**src/rtl/cfgld_pkg.sv**
```systemverilog
// Shared constants for the configuration port loader.
// Assumes byte-wide configuration data and 16-bit flash words.
package cfgld_pkg;
    localparam int BYTE_W  = 8;
    localparam int FLASH_W = 16;

    localparam logic [7:0] OP_SET_START = 8'h01;
    localparam logic [7:0] OP_SET_STOP  = 8'h02;
    localparam logic [7:0] OP_RUN_FLASH = 8'h03;
    localparam logic [7:0] OP_SET_COUNT = 8'h04;
    localparam logic [7:0] OP_RUN_BUS   = 8'h05;
    localparam logic [7:0] OP_SCRUB     = 8'h06;
    localparam logic [7:0] OP_ABORT     = 8'h0F;

    typedef enum logic [2:0] {
        S_IDLE, S_FREQ, S_FWAIT, S_FHI, S_FLO, S_BRUN, S_DRAIN, S_SWAIT
    } seq_e;
endpackage

```
**src/rtl/cfgld_cmd.sv**
```systemverilog
// Command decoder: splits the byte stream into opcodes and little-endian
// operands, holds the operand registers and emits one-cycle registered
// pulses for run, scrub and abort. Assumes operands of at most 7 bytes.
module cfgld_cmd
    import cfgld_pkg::*;
#(
    parameter int ADDR_W = 24,
    parameter int CNT_W  = 16,
    parameter int PER_W  = 16
) (
    input  logic              clk,
    input  logic              rst_n,
    input  logic              cmd_valid,
    input  logic [7:0]        cmd_byte,
    output logic [ADDR_W-1:0] start_addr,
    output logic [ADDR_W-1:0] stop_addr,
    output logic [CNT_W-1:0]  byte_cnt,
    output logic [PER_W-1:0]  period,
    output logic              go_flash,
    output logic              go_bus,
    output logic              go_scrub,
    output logic              abort_p
);
    localparam int A_B  = (ADDR_W + 7) / 8;
    localparam int C_B  = (CNT_W + 7) / 8;
    localparam int P_B  = (PER_W + 7) / 8;
    localparam int AC_B = (A_B > C_B) ? A_B : C_B;
    localparam int MAXB = (AC_B > P_B) ? AC_B : P_B;
    localparam int SH_W = 8 * MAXB;

    logic [2:0]      need;
    logic [7:0]      opc;
    logic [SH_W-1:0] sh, full, val;

    assign full = {cmd_byte, sh[SH_W-1:8]};

    // Align the assembled operand to bit 0 according to its byte length.
    always_comb begin
        case (opc)
            OP_SET_START, OP_SET_STOP: val = full >> (8 * (MAXB - A_B));
            OP_SET_COUNT:              val = full >> (8 * (MAXB - C_B));
            default:                   val = full >> (8 * (MAXB - P_B));
        endcase
    end

    // Track the opcode and operand bytes still expected; update registers and pulses.
    always_ff @(posedge clk) begin
        if (!rst_n) begin
            need <= '0; opc <= '0; sh <= '0;
            start_addr <= '0; stop_addr <= '0; byte_cnt <= '0; period <= '0;
            go_flash <= 1'b0; go_bus <= 1'b0; go_scrub <= 1'b0; abort_p <= 1'b0;
        end else begin
            go_flash <= 1'b0; go_bus <= 1'b0; go_scrub <= 1'b0; abort_p <= 1'b0;
            if (cmd_valid) begin
                if (need == 3'd0) begin
                    opc <= cmd_byte;
                    case (cmd_byte)
                        OP_SET_START, OP_SET_STOP: need <= 3'(A_B);
                        OP_SET_COUNT:              need <= 3'(C_B);
                        OP_SCRUB:                  need <= 3'(P_B);
                        OP_RUN_FLASH:              go_flash <= 1'b1;
                        OP_RUN_BUS:                go_bus <= 1'b1;
                        OP_ABORT:                  abort_p <= 1'b1;
                        default: ;
                    endcase
                end else begin
                    sh   <= full;
                    need <= need - 3'd1;
                    if (need == 3'd1) begin
                        case (opc)
                            OP_SET_START: start_addr <= val[ADDR_W-1:0];
                            OP_SET_STOP:  stop_addr  <= val[ADDR_W-1:0];
                            OP_SET_COUNT: byte_cnt   <= val[CNT_W-1:0];
                            OP_SCRUB: begin
                                period   <= val[PER_W-1:0];
                                go_scrub <= 1'b1;
                            end
                            default: ;
                        endcase
                    end
                end
            end
        end
    end

    // an operand byte never produces a command pulse.
    a_r1_operand_not_opcode: assert property (@(posedge clk) disable iff (!rst_n)
        (cmd_valid && need != 3'd0) |=> !(go_flash || go_bus || abort_p));
endmodule

```
**src/rtl/cfgld_emit.sv**
```systemverilog
// Byte emitter: latches a byte, then raises the configuration clock for one
// cycle while the byte is held. Accepts a new byte every other cycle at most.
// Assumes the caller pushes only while ready is high; kill wins over push.
module cfgld_emit
    import cfgld_pkg::*;
(
    input  logic              clk,
    input  logic              rst_n,
    input  logic              kill,
    input  logic              push,
    input  logic [BYTE_W-1:0] push_byte,
    output logic              ready,
    output logic              idle,
    output logic [BYTE_W-1:0] cfg_data,
    output logic              cfg_clk
);
    logic setup;

    assign ready = !setup;
    assign idle  = !setup && !cfg_clk;

    // Set-up cycle with data on the bus, then one clock-high cycle.
    always_ff @(posedge clk) begin
        if (!rst_n) begin
            setup <= 1'b0; cfg_clk <= 1'b0; cfg_data <= '0;
        end else if (kill) begin
            setup <= 1'b0; cfg_clk <= 1'b0;
        end else begin
            cfg_clk <= setup;
            setup   <= push;
            if (push) cfg_data <= push_byte;
        end
    end

    // single-cycle pulses with data held across them.
    a_r4_single_pulse: assert property (@(posedge clk) disable iff (!rst_n)
        cfg_clk |=> !cfg_clk);
    a_r4_data_held: assert property (@(posedge clk) disable iff (!rst_n)
        cfg_clk |-> $stable(cfg_data));
    a_r4_push_when_ready: assert property (@(posedge clk) disable iff (!rst_n)
        push |-> ready);
    // a kill leaves no clock pulse behind.
    a_r8_kill_quiet: assert property (@(posedge clk) disable iff (!rst_n)
        kill |=> (!cfg_clk && ready));
endmodule

```
**src/rtl/cfgld_loader.sv**
```systemverilog
// Configuration port loader top: sequences flash passes, host passes and
// periodic scrubs; gains the shared flash through a request/owner handshake.
// Assumes the flash answers each read strobe with one data-valid pulse.
module cfgld_loader
    import cfgld_pkg::*;
#(
    parameter int ADDR_W = 24,
    parameter int CNT_W  = 16,
    parameter int PER_W  = 16,
    parameter int OWN_W  = 2,
    parameter int OWN_ID = 1
) (
    input  logic               clk,
    input  logic               rst_n,
    input  logic               cmd_valid,
    input  logic [7:0]         cmd_byte,
    input  logic               bus_valid,
    input  logic [7:0]         bus_byte,
    output logic               bus_ready,
    output logic               flash_req,
    input  logic [OWN_W-1:0]   flash_owner,
    input  logic               flash_busy,
    output logic               flash_rd,
    output logic [ADDR_W-1:0]  flash_addr,
    input  logic               flash_dvalid,
    input  logic [FLASH_W-1:0] flash_data,
    output logic [7:0]         cfg_data,
    output logic               cfg_clk,
    output logic               cfg_wr,
    output logic               cfg_sel,
    output logic               busy
);
    logic [ADDR_W-1:0]  start_addr, stop_addr, addr;
    logic [CNT_W-1:0]   byte_cnt, remain;
    logic [PER_W-1:0]   period, timer;
    logic               go_flash, go_bus, go_scrub, abort_p;
    logic               emit_ready, emit_idle, push, scrub_on;
    logic [7:0]         pbyte;
    logic [FLASH_W-1:0] word;
    seq_e               st;

    cfgld_cmd #(.ADDR_W(ADDR_W), .CNT_W(CNT_W), .PER_W(PER_W)) u_cmd (
        .clk(clk), .rst_n(rst_n), .cmd_valid(cmd_valid), .cmd_byte(cmd_byte),
        .start_addr(start_addr), .stop_addr(stop_addr), .byte_cnt(byte_cnt),
        .period(period), .go_flash(go_flash), .go_bus(go_bus),
        .go_scrub(go_scrub), .abort_p(abort_p));

    cfgld_emit u_emit (
        .clk(clk), .rst_n(rst_n), .kill(abort_p), .push(push), .push_byte(pbyte),
        .ready(emit_ready), .idle(emit_idle), .cfg_data(cfg_data), .cfg_clk(cfg_clk));

    assign busy       = !(st == S_IDLE || st == S_SWAIT);
    assign cfg_sel    = busy;
    assign cfg_wr     = busy;
    assign flash_req  = st inside {S_FREQ, S_FWAIT, S_FHI, S_FLO};
    assign flash_rd   = (st == S_FREQ) && (flash_owner == OWN_W'(OWN_ID)) && !flash_busy;
    assign flash_addr = addr;
    assign bus_ready  = (st == S_BRUN) && emit_ready && (remain != '0);

    // Pick the byte offered to the emitter from the active source.
    always_comb begin
        push  = 1'b0;
        pbyte = bus_byte;
        case (st)
            S_FHI:  begin push = emit_ready; pbyte = word[FLASH_W-1:8]; end
            S_FLO:  begin push = emit_ready; pbyte = word[7:0]; end
            S_BRUN: push = bus_valid && bus_ready;
            default: ;
        endcase
    end

    // Pass sequencer: flash word loop, host byte loop, drain and scrub wait.
    always_ff @(posedge clk) begin
        if (!rst_n) begin
            st <= S_IDLE; addr <= '0; remain <= '0; timer <= '0;
            word <= '0; scrub_on <= 1'b0;
        end else if (abort_p) begin
            st <= S_IDLE; scrub_on <= 1'b0;
        end else begin
            case (st)
                S_IDLE: begin
                    if (go_flash) begin
                        addr <= start_addr; st <= S_FREQ;
                    end else if (go_scrub) begin
                        scrub_on <= 1'b1; addr <= start_addr; st <= S_FREQ;
                    end else if (go_bus) begin
                        remain <= byte_cnt; st <= S_BRUN;
                    end
                end
                S_FREQ:  if (flash_rd) st <= S_FWAIT;
                S_FWAIT: if (flash_dvalid) begin word <= flash_data; st <= S_FHI; end
                S_FHI:   if (emit_ready) st <= S_FLO;
                S_FLO: begin
                    if (emit_ready) begin
                        if (addr >= stop_addr) st <= S_DRAIN;
                        else begin addr <= addr + 1'b1; st <= S_FREQ; end
                    end
                end
                S_BRUN: begin
                    if (remain == '0) st <= S_DRAIN;
                    else if (push) remain <= remain - 1'b1;
                end
                S_DRAIN: begin
                    if (emit_idle) begin
                        if (scrub_on) begin st <= S_SWAIT; timer <= period; end
                        else st <= S_IDLE;
                    end
                end
                S_SWAIT: begin
                    if (timer == '0) begin addr <= start_addr; st <= S_FREQ; end
                    else timer <= timer - 1'b1;
                end
                default: st <= S_IDLE;
            endcase
        end
    end

    // one strobe per word, always under a held request.
    a_r3_single_read: assert property (@(posedge clk) disable iff (!rst_n)
        flash_rd |=> !flash_rd);
    a_r3_req_held: assert property (@(posedge clk) disable iff (!rst_n)
        flash_rd |-> flash_req);
    // the configuration clock runs only under chip select.
    a_r4_clk_selected: assert property (@(posedge clk) disable iff (!rst_n)
        cfg_clk |-> cfg_sel);
    // a pass ends only after its last pulse.
    a_r6_end_after_pulse: assert property (@(posedge clk) disable iff (!rst_n)
        $fell(busy) |-> !cfg_clk);
    // abort clears the pass and releases the flash on the next edge.
    a_r8_abort_idle: assert property (@(posedge clk) disable iff (!rst_n)
        abort_p |=> (!busy && !flash_req));
endmodule

```
**config.mk**
```make
export PLATFORM = sky130hd
export DESIGN_NAME = cfgld_loader
export DESIGN_NICKNAME = d
export VERILOG_FILES = /design/src/rtl/cfgld_pkg.sv /design/src/rtl/cfgld_cmd.sv /design/src/rtl/cfgld_emit.sv /design/src/rtl/cfgld_loader.sv
export SDC_FILE = /design/constraint.sdc
export NUM_CORES = 1
export LEC_CHECK = 0
export BUFFER_PORTS_ARGS = -buffer_cell sky130_fd_sc_hd__buf_2
export CORE_MARGIN = 2
export CORE_UTILIZATION = 55
export CTS_CLUSTER_DIAMETER = 200
export DETAILED_ROUTE_END_ITERATION = 6
export PLACE_DENSITY_LB_ADDON = 0.15
export SETUP_SLACK_MARGIN = 0.05
export SLEW_MARGIN = 20
export SYNTH_ARGS = -nofsm -noshare
export SYNTH_HDL_FRONTEND = slang
export SYNTH_SLANG_ARGS = --single-unit
```
**constraint.sdc**
```tcl
create_clock -name clk -period 3.1 [get_ports clk]
set_input_delay 0.465 -clock clk [delete_from_list [all_inputs] [get_ports clk]]
set_output_delay 0.465 -clock clk [all_outputs]
set_load 0.05 [all_outputs]
```
==> flow_metrics.env <==
export IMPL_die_area_um2=19000
export IMPL_clk_pin_slew_ns=0.07
export IMPL_htree_levels=4
export IMPL_area_delta_synth_final_pct=13.5
export IMPL_dp_hpwl_mm=18.1
export IMPL_internal_power_uw=4970
export IMPL_cpMaxStageDelayCell="or4_1"
export IMPL_status="finished, violations left"
export IMPL_maxCapViolations=0
export IMPL_dieWidth_um=138
export IMPL_worstHoldPathType="in2reg"
export IMPL_combPwrFrac_pct=40.5
export IMPL_violations="design-rule violations"
export IMPL_drt_drc_violations_left=10
export IMPL_relSlewSlack_pct=43.4
export IMPL_cp_required_ns=2.63
export IMPL_ff_latch_area_um2=3940
export IMPL_whs_ns=0.259
export IMPL_drive_gt1_share_pct=14.4
export IMPL_drv_slew=0
export IMPL_use_met3_pct=5.99
export IMPL_yosysUniqueCellTypes=73
export IMPL_die_y_um=138
export IMPL_power_density_nw_per_um2=767
export IMPL_synth_main_ff_cell="dfxtp_1"
export IMPL_syn_cell_area_um2=9850
export IMPL_period_needed_ns=2.90
export IMPL_ant_nets=0
export IMPL_final_util_pct=64.2
export IMPL_globalRouteOverflowTotal=0
export IMPL_grt_pass1_wl_mm=42.9
export IMPL_grt_use_total_pct=28.9
export IMPL_synth_edff_count=0
export IMPL_antenna_found_initial=0
export IMPL_async_flop_share_pct=0
export IMPL_cp_cell_sequence="or4_1 -> or4_1 -> o21ai_2 -> nor2_1 -> buf_2"
export IMPL_synth_warnings=0
export IMPL_layoutNonFillerInstCount=1535
export IMPL_cts_setup_buffers=0
export IMPL_wl_mm=26.8
export IMPL_wire_per_inst_um=17.5
export IMPL_met1_usage_pct=40.5
export IMPL_path_buf_inv=1
export IMPL_coreArea_um2=17400
export IMPL_crit_family="simple AND/OR/NAND/NOR gates"
export IMPL_grt_pass1_vias=8300
export IMPL_worst_path_most_repeated_cell="or4_1"
export IMPL_critPathCaptureType="output port"
export IMPL_multiInputGateArea_um2=5380
export IMPL_use_met2_pct=45.6
export IMPL_period_share_pct=93.6
export IMPL_cp_start_kind="flip-flop"
export IMPL_tightest_slew_ns=0.846
export IMPL_hold_violations=0
export IMPL_synthTopCellsByArea="dfxtp_1 (40%), a21oi_1 (6.5%), a211oi_1 (6.1%)"
export IMPL_cts_tree="built"
export IMPL_synth_nets=1318
export IMPL_crit_type="reg2out"
export IMPL_p_switching_uw=3600
export IMPL_pwr_share_seq_pct=34.5
export IMPL_synth_top_cell_area_share_pct=40.0
export IMPL_clkLatencyLatePin_ns=0.44
export IMPL_yosys_register_bits=197
export IMPL_first_iter_violations=1094
export IMPL_yosysMostFrequentCell="dfxtp_1"
export IMPL_synth_commonest_cells="dfxtp_1 (197), nand2_1 (159), nor2_1 (145)"
export IMPL_synth_largest_area_cell="dfxtp_1"
export IMPL_fill_cells=1533
export IMPL_critPathArrivalTime_ns=2.44
export IMPL_grt_start_max_net_pins=61
export IMPL_diodes=0
export IMPL_synthCells=1248
export IMPL_max_stage_delay_ns=0.60
export IMPL_viasPerCell=6.03
export IMPL_placed_cells=1503
export IMPL_clkPwrFrac_pct=25.0
export IMPL_max_freq_mhz=345
export IMPL_avgSynthCellArea_um2=7.90
export IMPL_drt_pre_antenna_iters=7
export IMPL_setup_violations=0
export IMPL_start_util_pct=56.6
export IMPL_switching_share_pct=42.0
export IMPL_clock_sinks=197
export IMPL_cts_buffers=17
export IMPL_seq_area_frac_synth_pct=40.0
export IMPL_ir_worst_vdd_mv=0.670
export IMPL_gp_congestion=0.895
export IMPL_vias=9256
export IMPL_nets=1367
export IMPL_fin_skew_ns=0.0128
export IMPL_cts_root_buf="clkbuf_16"
export IMPL_numPortBuffers=78
export IMPL_rsz0062_at_grt="false"
export IMPL_power_uw=8580
export IMPL_ios=79
export IMPL_clock_path_buffers=2
export IMPL_path_max_fanout=7
export IMPL_busiest_layer="met2"
export IMPL_row_count=48
export IMPL_p_leak_uw=0.00396
state kept, by name, indices dropped and copies added, names as in the netlist, 3 cells and up:
name,count
u_cmd.byte_cnt,16
u_cmd.stop_addr,24
u_emit.cfg_data,8
remain,16
u_cmd.opc,8
timer,16
u_cmd.sh,16
word,16
flash_addr,24
st,3
u_cmd.start_addr,24
u_cmd.period,16
u_cmd.need,3
cell type report:
cell class / count / area share [%]
inverter: 48 / 1.63
sequential: 197 / 35.3
clock inverter: 10 / 0.873
tap: 225 / 2.52
multi-input combinational: 901 / 48.1
clock buffer: 22 / 4.15
timing repair buffer: 132 / 7.45
worst reg2reg max path, cell delays in order, from the launching register on:
cell	delay, ns
dfxtp_1	0.37
ha_1	0.31
nand4_1	0.17
nor4_1	0.40
buf_4	0.18
o21ai_0	0.08
a21oi_1	0.42
or2_2	0.22
buf_4	0.21
nor4_1	0.09
o31a_1	0.30
final timing paths:
path	start	to	slack (ns)	depth (start not counted)
max	remain[9]	bus_ready	0.20	5
min	flash_data[10]	word[10]	0.26	3
max reg2reg	flash_addr[22]	flash_addr[10]	0.24	10
min reg2reg	u_cmd.stop_addr[17]	u_cmd.stop_addr[17]	0.45	2
cell families (layout without fill, tap and decap cells):
| kind of cell | Yosys count | count (layout) | synth area share (%) |
|---|---|---|---|
| compound gates | 386 | 386 | 25.6 |
| flops | 197 | 197 | 40.0 |
| buf+inv | 150 | 212 | 6.06 |
| fa+ha+maj | 30 | 30 | 3.81 |
| xor+xnor | 3 | 3 | 0.267 |
| simple gates | 455 | 455 | 21.5 |
| mux | 27 | 27 | 2.76 |
what timing repair did:
action	CTS	global route
gates resized for setup	1	2
hold buffers	0	0
setup endpoints to repair	13	6
metrics by stage:
| stage | TNS (ns) | area (µm²) | setup slack (ns) |
|---|---|---|---|
| after floorplan | 0 | 9860 | 0.384 |
| after global placement | 0 | 10600 | 0.133 |
| after detailed placement | -0.139 | 10600 | -0.0533 |
| after CTS | 0 | 11200 | 0.134 |
| after global routing | 0 | 11200 | 0.0481 |
| final | 0 | 11200 | 0.199 |
per-layer routing:
layer | up-vias | share of wire, %
li1 | 4597 | -
met1 | 4306 | 45
met2 | 322 | 47
met3 | 29 | 6.3
met4 | 2 | 1.2
met5 | - | 0.13
power groups by stage:
stage / clock network (µW) / registers (µW) / logic, µW
6_report: 2140 / 2960 / 3470
4_1_cts: 2160 / 2950 / 3410
3_5_place_dp: 0 / 3010 / 3380
3_3_place_gp: 0 / 3000 / 3340
5_1_grt: 2260 / 2990 / 3730
2_1_floorplan: 0 / 3300 / 2060
cells in the final DEF, fill, tap and decap left out, types with 11 or more instances in the layout:
master / count
a211oi_1: 80
a21oi_1: 127
a22o_1: 19
a22oi_1: 12
a31oi_1: 13
buf_2: 78
buf_4: 51
clkbuf_16: 17
dfxtp_1: 197
ha_1: 30
inv_1: 47
mux2i_1: 26
nand2_1: 159
nand3_1: 45
nand4_1: 11
nor2_1: 145
nor3_1: 17
nor4_1: 11
o21ai_0: 50
o31ai_1: 19
or3_1: 11
Power figures use the tool's default switching activity.
